===== src/rtl/launch_pkg.sv =====
package launch_pkg;
  localparam int NUM_PHASES = 8;
  localparam int RING_LEN   = NUM_PHASES / 2;
  localparam logic [RING_LEN-1:0] RING_INIT = RING_LEN'(1);
endpackage


===== src/rtl/phase_ring.sv =====
module phase_ring
  import launch_pkg::*;
#(
  parameter bit FALL_EDGE = 1'b0
) (
  input  logic                clk,
  input  logic                rst,
  output logic [RING_LEN-1:0] ring
);

  logic [RING_LEN-1:0] ring_next;

  always_comb begin
    ring_next = {ring[RING_LEN-2:0], ring[RING_LEN-1]};
  end

  generate
    if (FALL_EDGE) begin : g_fall
      always_ff @(negedge clk) begin
        if (rst) ring <= RING_INIT;
        else     ring <= ring_next;
      end


      ring_onehot_fall_chk: assert property (@(negedge clk) disable iff (rst)
        $countones(ring) == 1);
    end else begin : g_rise
      always_ff @(posedge clk) begin
        if (rst) ring <= RING_INIT;
        else     ring <= ring_next;
      end


      ring_onehot_rise_chk: assert property (@(posedge clk) disable iff (rst)
        $countones(ring) == 1);
    end
  endgenerate

endmodule


===== src/rtl/launch_slot.sv =====
module launch_slot #(
  parameter int DATA_W    = 8,
  parameter bit FALL_EDGE = 1'b0
) (
  input  logic              clk,
  input  logic              rst,
  input  logic              en,
  input  logic [DATA_W-1:0] d,
  output logic [DATA_W-1:0] q
);

  generate
    if (FALL_EDGE) begin : g_fall
      always_ff @(negedge clk) begin
        if (rst)     q <= '0;
        else if (en) q <= d;
      end


      slot_enable_fall_chk: assert property (@(negedge clk) disable iff (rst)
        !$stable(q) |-> $past(en));
    end else begin : g_rise
      always_ff @(posedge clk) begin
        if (rst)     q <= '0;
        else if (en) q <= d;
      end


      slot_enable_rise_chk: assert property (@(posedge clk) disable iff (rst)
        !$stable(q) |-> $past(en));
    end
  endgenerate

endmodule


===== src/rtl/octa_phase_launcher.sv =====
module octa_phase_launcher
  import launch_pkg::*;
#(
  parameter int DATA_W = 8
) (
  input  logic                               clk,
  input  logic                               rst,
  input  logic [DATA_W-1:0]                  word_in,
  input  logic                               word_stb,
  output logic [NUM_PHASES-1:0][DATA_W-1:0]  launch_q
);

  logic [RING_LEN-1:0] rise_ring;
  logic [RING_LEN-1:0] fall_ring;
  logic [DATA_W-1:0]   stage_q;

  phase_ring #(.FALL_EDGE(1'b0)) u_rise_ring (
    .clk  (clk),
    .rst  (rst),
    .ring (rise_ring)
  );

  phase_ring #(.FALL_EDGE(1'b1)) u_fall_ring (
    .clk  (clk),
    .rst  (rst),
    .ring (fall_ring)
  );

  always_ff @(posedge clk) begin
    if (rst)                          stage_q <= '0;
    else if (word_stb && rise_ring[0]) stage_q <= word_in;
  end

  generate
    for (genvar k = 0; k < NUM_PHASES; k++) begin : g_slot
      localparam bit ODD = (k % 2) == 1;
      logic slot_en;
      if (ODD) begin : g_odd
        assign slot_en = fall_ring[k/2];
      end else begin : g_even
        assign slot_en = rise_ring[k/2];
      end

      launch_slot #(.DATA_W(DATA_W), .FALL_EDGE(ODD)) u_slot (
        .clk (clk),
        .rst (rst),
        .en  (slot_en),
        .d   (stage_q),
        .q   (launch_q[k])
      );
    end
  endgenerate


  stage_load_chk: assert property (@(posedge clk) disable iff (rst)
    !$stable(stage_q) |-> $past(word_stb && rise_ring[0]));


  ring_align_chk: assert property (@(negedge clk) disable iff (rst)
    fall_ring == {rise_ring[0], rise_ring[RING_LEN-1:1]});


  reset_clear_chk: assert property (@(posedge clk)
    rst |=> (stage_q == '0 && rise_ring == RING_INIT));

endmodule


===== config.mk =====
export PLATFORM = sky130hd
export DESIGN_NAME = octa_phase_launcher
export DESIGN_NICKNAME = d
export VERILOG_FILES = /design/src/rtl/launch_pkg.sv /design/src/rtl/phase_ring.sv /design/src/rtl/launch_slot.sv /design/src/rtl/octa_phase_launcher.sv
export SDC_FILE = /design/constraint.sdc
export NUM_CORES = 1
export LEC_CHECK = 0
export BUFFER_PORTS_ARGS = -buffer_cell sky130_fd_sc_hd__buf_2
export CAP_MARGIN = 20
export CORE_UTILIZATION = 52
export DETAILED_ROUTE_END_ITERATION = 10
export GPL_ROUTABILITY_DRIVEN = 0
export PLACE_DENSITY = 0.86
export RECOVER_POWER = 50
export SYNTH_ARGS = -nofsm -noshare
export SYNTH_HDL_FRONTEND = slang
export SYNTH_HIERARCHICAL = 1
export SYNTH_SLANG_ARGS = --single-unit
export TNS_END_PERCENT = 5

===== constraint.sdc =====
create_clock -name clk -period 1.3 [get_ports clk]
set_input_delay 0.13 -clock clk [delete_from_list [all_inputs] [get_ports clk]]
set_output_delay 0.13 -clock clk [all_outputs]
set_load 0.02 [all_outputs]

## Word level (Yosys, flattened, before mapping)

Cells that the tools add are included.

- Bits in registers: 80

- Reductions and logical operators: 1

Operators with widths:

| operator | count |
|---|---|
| logical AND 1 bit | 1 |

## Longest topological paths before layout

Gate-level depths: netlist (run 1).

- Word-level depth: 1
- Depth in mapped cells: 4
- Gate-level depth less buffers: 2

## Modules after synthesis

Netlist (run 1), hierarchy kept.

By module, submodules not included:

| module | cells an instance | area each (µm²) | times used | seq. area each (µm²) |
|---|---|---|---|---|
| launch_slot (g_slot[1].u_slot ...) | 27 | 289.0 | 4 | 160.2 |
| launch_slot (g_slot[0].u_slot ...) | 26 | 285.3 | 4 | 160.2 |
| octa_phase_launcher | 37 | 366.6 | 1 | 160.2 |
| phase_ring (u_fall_ring) | 9 | 116.4 | 1 | 80.1 |
| phase_ring (u_rise_ring) | 8 | 112.6 | 1 | 80.1 |

==> impl_metrics.json, run 1 <==
{
  "cts_tree": "built",
  "worst_slack_ns": -0.367,
  "synth_top_cell_by_area": "dfxtp_1",
  "synth.avg_cell_area_um2": 10.9,
  "ys_ff_latch": 80,
  "fin_skew_ns": 0.0765,
  "postRouteAntennaNets": 0,
  "nets": 400,
  "status": "finished with violations",
  "cp-start-kind": "register",
  "path_delay_family": "flip-flops",
  "synth_warnings": 6,
  "clk_path_buf_depth": 2,
  "pwr_density_cell_nw_per_um2": 1310,
  "core.rowCount": 26,
  "synth-main-ff-cell": "dfxtp_1",
  "seq_power_share": 0.500,
  "grt_pass1_wl_mm": 12.3,
  "comb_power_share": 0.075,
  "synthDominantCellAreaShare": 0.554,
  "slew_violations": 0,
  "yosys.cell_count.top_type": "dfxtp_1",
  "area_growth_pct": 36.2,
  "clk_latency_ns": 0.43,
  "cap_violations": 0,
  "die_h_um": 76.6,
  "min_path_type": "in2reg",
  "syn_inst": 266,
  "die_w_um": 76.6,
  "endpoint_kind": "primary output",
  "setup_viol": 66,
  "worstPathCellList": "buf_6",
  "slowest_stage": "dfxtp_2",
  "finalHoldViolCount": 0,
  "synth_common_cells": "dfxtp_1, mux2i_1, nor2_1",
  "antenna_cells": 0,
  "final_area_um2": 3940,
  "cts_root_buf": "clkbuf_8",
  "grt_pass1_vias": 2443,
  "num_io_pins": 75,
  "vias": 2352,
  "overflow": 0,
  "synth_edf_count": 0,
  "start_util": 0.552,
  "switchingPower_mw": 1.50,
  "fillers": 325,
  "synth_area_leaders": "dfxtp_1, mux2i_1, nor2_1",
  "worst_pin_slew_ns": 0.548,
  "cts_sinks": 80,
  "wirelength_mm": 7.62,
  "drtIter0Drc": 150,
  "path_buf_inv": 1,
  "crit_fanout": 2,
  "power_mw": 5.18,
  "regArea_um2": 1660,
  "hpwl_mm": 4.77,
  "synth_seq_area_share": 0.554,
  "p_leak_nw": 1.87,
  "dieArea_um2": 5870,
  "ir_drop_mv": 0.914,
  "synthDistinctLibCells": 14,
  "arrival_ns": 1.54,
  "htree_levels": 3,
  "grt_max_degree": 25,
  "intPower_mw": 3.67,
  "grt.total_usage": 0.277,
  "synthArstFlopShare": 0,
  "path_class": "reg2out",
  "cts.clk_slew.worst_paths_ns": 0.08,
  "switching_share": 0.291,
  "rsz0062_at_grt": "true",
  "multi_input_area_um2": 1110,
  "syn-num-nets": 277,
  "antenna_found_initial": 0,
  "first_pass_iters": 4,
  "post_drt_wl_per_cell_um": 16.4,
  "core_area_um2": 5240,
  "cp.required_ns": 1.17,
  "slew_headroom": 0.635,
  "io_buffers": 74,
  "p_clk_frac": 0.425,
  "viasPerCell": 5.07,
  "postPlaceCellArea_um2": 3420,
  "syn_area_um2": 2890,
  "drive_gt1_frac": 0.388,
  "violations": "setup timing",
  "numCtsBuffers": 9,
  "route.detailed.drc": 0,
  "cpPeakStageDelay_ns": 0.35
}
power by group through the flow:
| stage | logic (mW) | registers (mW) | clock network, mW |
|---|---|---|---|
| final | 0.389 | 2.59 | 2.20 |
| after floorplan | 0.217 | 2.64 | 0.195 |
| after global placement | 0.367 | 2.63 | 0.195 |
| after CTS | 0.398 | 2.59 | 2.17 |
| after detailed placement | 0.375 | 2.63 | 0.195 |
| after global routing | 0.413 | 2.59 | 2.40 |
flip-flops by register name, summed over array words and instances (netlist names):
signal	flops
u_fall_ring/ring	4
g_slot.u_slot/q	64
u_rise_ring/ring	4
stage_q	8
stage by stage:
stage | util | std cells | setup TNS [ns] | hold WS, ns | worst slack, ns
global route | 0.753 | 464 | -15.00 | 0.0240 | -0.387
CTS | 0.760 | 464 | -11.71 | 0.0104 | -0.364
global placement | 0.654 | 416 | -2.73 | 0.395 | -0.155
finish | 0.753 | 464 | -12.45 | 0.0241 | -0.367
detailed placement | 0.654 | 416 | -3.20 | 0.401 | -0.174
floorplan | - | 266 | 0 | 0.230 | 0.00862
logic make-up (layout without fill, tap and decap cells):
| family | after synthesis | after routing | synth area share |
|---|---|---|---|
| and+or+nand+nor | 80 | 80 | 0.119 |
| buffers and inverters | 26 | 154 | 0.0640 |
| DFF | 80 | 80 | 0.554 |
| AOI/OAI and AO/OA | 16 | 16 | 0.0415 |
| muxes | 64 | 64 | 0.221 |
placed cells by master, fill, tap and decap left out:
| master | count |
|---|---|
| a21bo_1 | 5 |
| a21oi_1 | 8 |
| clkbuf_16 | 1 |
| buf_2 | 31 |
| buf_6 | 33 |
| and2b_2 | 6 |
| mux2i_1 | 62 |
| dfxtp_2 | 36 |
| clkbuf_8 | 9 |
| mux2i_2 | 2 |
| nor2_1 | 64 |
| nand3_1 | 8 |
| clkbuf_1 | 15 |
| clkbuf_2 | 3 |
| a21bo_2 | 3 |
| dfxtp_1 | 41 |
| buf_4 | 21 |
| clkinv_2 | 3 |
| or2_1 | 2 |
| dfxtp_4 | 3 |
| inv_1 | 36 |
| buf_12 | 1 |
| clkbuf_4 | 1 |
layer usage:
metal,up-vias,part of all wire,global-route usage
met1,1118,0.43,0.339
met4,0,0.020,0.150
met2,101,0.49,0.446
met5,-,0,0
li1,1120,-,-
met3,13,0.061,0.0707
layout make-up:
type	count	area share
multi-input combinational	160	0.283
clock inverter	39	0.0381
sequential	80	0.421
clock buffer	13	0.0416
timing repair buffer	102	0.195
tap	70	0.0222
final timing paths:
| kind | start | to | slack [ns] | cells past startpoint |
|---|---|---|---|---|
| max | g_slot[3].u_slot/q[6] | launch_q[30] | -0.37 | 1 |
| min | word_in[2] | stage_q[2] | 0.02 | 3 |
| max reg2reg | stage_q[6] | g_slot[7].u_slot/q[6] | -0.11 | 3 |
| min reg2reg | g_slot[5].u_slot/q[5] | g_slot[5].u_slot/q[5] | 0.49 | 2 |
repair_timing:
action / 4_1_cts / 5_1_grt
pin swaps: 0 / 2
setup endpoints to repair: 64 / 63
setup buffers: 1 / 0
gates resized for setup: 104 / 5
hold endpoints to repair: 0 / 0
hold buffers: 0 / 0
Power figures use the tool's default switching activity.
==> run 2, diff against run 1 <==
--- a/config.mk
+++ b/config.mk
@@ -5,7 +5,7 @@
 export SDC_FILE = /design/constraint.sdc
 export NUM_CORES = 1
 export LEC_CHECK = 0
-export BUFFER_PORTS_ARGS = -buffer_cell sky130_fd_sc_hd__buf_2
+export BUFFER_PORTS_ARGS = -buffer_cell sky130_fd_sc_hd__buf_4
 export CAP_MARGIN = 20
 export CORE_UTILIZATION = 52
 export DETAILED_ROUTE_END_ITERATION = 10
@@ -16,4 +16,4 @@
 export SYNTH_HDL_FRONTEND = slang
 export SYNTH_HIERARCHICAL = 1
 export SYNTH_SLANG_ARGS = --single-unit
-export TNS_END_PERCENT = 5
+export TNS_END_PERCENT = 1
==> impl_metrics.json, run 2 (synthesized netlist as in run 1, its figures left out) <==
{
  "grt_pass1_wl_mm": 12.0,
  "slew_headroom": 0.606,
  "cts_sinks": 80,
  "arrival_ns": 1.50,
  "overflow": 0,
  "final_common_cell": "nor2_1",
  "pwr_density_cell_nw_per_um2": 1260,
  "antenna_cells": 0,
  "post_drt_wl_per_cell_um": 16.1,
  "wirelength_mm": 7.46,
  "start_util": 0.552,
  "largest_register_ffs": 64,
  "grt.total_usage": 0.268,
  "num_io_pins": 75,
  "worstPathCellList": "buf_6",
  "drtIter0Drc": 146,
  "nets": 399,
  "whs_endpoint": "stage_q[2]",
  "clk_latency_ns": 0.39,
  "stdcell_count": 463,
  "r2r_end": "g_slot[1].u_slot/q[0]",
  "r2r_setup_slack_ns": -0.13,
  "first_pass_iters": 4,
  "area_growth_pct": 38.5,
  "top_regs": "g_slot.u_slot/q: 64 flops, stage_q: 8 flops",
  "numCtsBuffers": 9,
  "worst-r2r-cell-count": 3,
  "dieArea_um2": 5870,
  "ir_drop_mv": 0.838,
  "cts_root_buf": "clkbuf_8",
  "min_path_type": "in2reg",
  "cp-start-kind": "register",
  "cts_tree": "built",
  "reg2reg_from": "stage_q[0]",
  "endpoint_kind": "primary output",
  "path_delay_family": "flip-flops",
  "dp_cells": 416,
  "core_area_um2": 5240,
  "worstHoldStart": "word_in[2]",
  "grt_max_degree": 29,
  "viasPerCell": 5.14,
  "route.detailed.drc": 0,
  "cts.clk_slew.worst_paths_ns": 0.09,
  "antenna_found_initial": 0,
  "p_leak_nw": 1.85,
  "hold_buffers": 0,
  "setup_viol": 60,
  "finalHoldViolCount": 0,
  "holdPathStages": 3,
  "power_mw": 5.06,
  "die_w_um": 76.6,
  "core.rowCount": 26,
  "status": "finished with violations",
  "cp.required_ns": 1.17,
  "vias": 2380,
  "die_h_um": 76.6,
  "crit_fanout": 2,
  "hpwl_mm": 4.77,
  "htree_levels": 3,
  "io_buffers": 74,
  "worst_pin_slew_ns": 0.591,
  "path_buf_inv": 1,
  "drive_gt1_frac": 0.377,
  "fillers": 333,
  "slew_violations": 0,
  "rsz0062_at_grt": "true",
  "fin_skew_ns": 0.0611,
  "cap_violations": 0,
  "postRouteAntennaNets": 0,
  "violations": "setup timing",
  "path_class": "reg2out",
  "layout_common_cells": "nor2_1, mux2i_1, buf_4",
  "regMostFlops": "g_slot.u_slot/q",
  "slowest_stage": "dfxtp_2",
  "cpPeakStageDelay_ns": 0.34,
  "clk_path_buf_depth": 2,
  "grt_pass1_vias": 2376,
  "worst_slack_ns": -0.335
}
## run 2: cell count changes in the layout (fill, tap and decap cells not counted), sizes merged
| cell | previous run | this run |
|---|---|---|
| clkinv | 3 | 2 |
| clkinvlp | 0 | 3 |
| clkbuf | 29 | 30 |
| buf | 86 | 82 |
## run 2: per-stage QoR
step	TNS [ns]	worst slack [ns]	hold WS, ns	cell area, um2	utilization
4_1_cts	-10.96	-0.326	0.0363	4090	0.781
5_1_grt	-13.55	-0.368	0.0541	4010	0.765
3_3_place_gp	-2.69	-0.123	0.400	3610	0.689
2_1_floorplan	0	0.00862	0.230	2890	-
6_report	-11.27	-0.335	0.0424	4010	0.765
3_5_place_dp	-3.48	-0.203	0.404	3610	0.689
## run 2: layout make-up
type / instances / area [um2] / area share
Tap cell: 70 / 87.6 / 0.0219
Multi-Input combinational cell: 160 / 1110 / 0.277
Clock buffer: 11 / 141 / 0.0353
Clock inverter: 41 / 165 / 0.0412
Sequential cell: 80 / 1660 / 0.415
Timing Repair Buffer: 101 / 841 / 0.210
## run 2: report_power, final
part | leakage (nW) | switching, mW | internal, mW | total, mW
combinational | 0.910 | 0.210 | 0.200 | 0.410
sequential | 0.669 | 0.0664 | 2.52 | 2.58
clock | 0.268 | 1.18 | 0.881 | 2.07
## run 2: worst max path at each step
stage / startpoint / endpoint / slack [ns] / cells past startpoint
after floorplan: stage_q[1] / g_slot[1].u_slot/q[1] / 0.009 / 2
after global placement: stage_q[5] / g_slot[7].u_slot/q[5] / -0.12 / 2
after detailed placement: stage_q[5] / g_slot[3].u_slot/q[5] / -0.20 / 2
after CTS: g_slot[1].u_slot/q[0] / launch_q[8] / -0.33 / 1
after global routing: g_slot[1].u_slot/q[5] / launch_q[13] / -0.37 / 1
final: g_slot[1].u_slot/q[2] / launch_q[10] / -0.33 / 1
## run 2: worst min-delay path, stage by stage
cell     delay [ns]
buf_4          0.11
nand3_1        0.05
a21oi_1        0.05
## run 2: per-layer routing
layer	share of wire	vias up	GRT usage	wire length, um
li1	-	1125	-	-
met1	0.44	1157	0.333	3280
met2	0.48	83	0.449	3580
met3	0.061	15	0.0635	455
met4	0.019	0	0.102	139
met5	0	-	0	0
## run 2: what timing repair did
action,in CTS,in global routing
endpoints found under the hold margin,0,0
endpoints found under the setup margin,64,63
buffers inserted,0,0
resized for setup,79,2
pin swaps,0,2
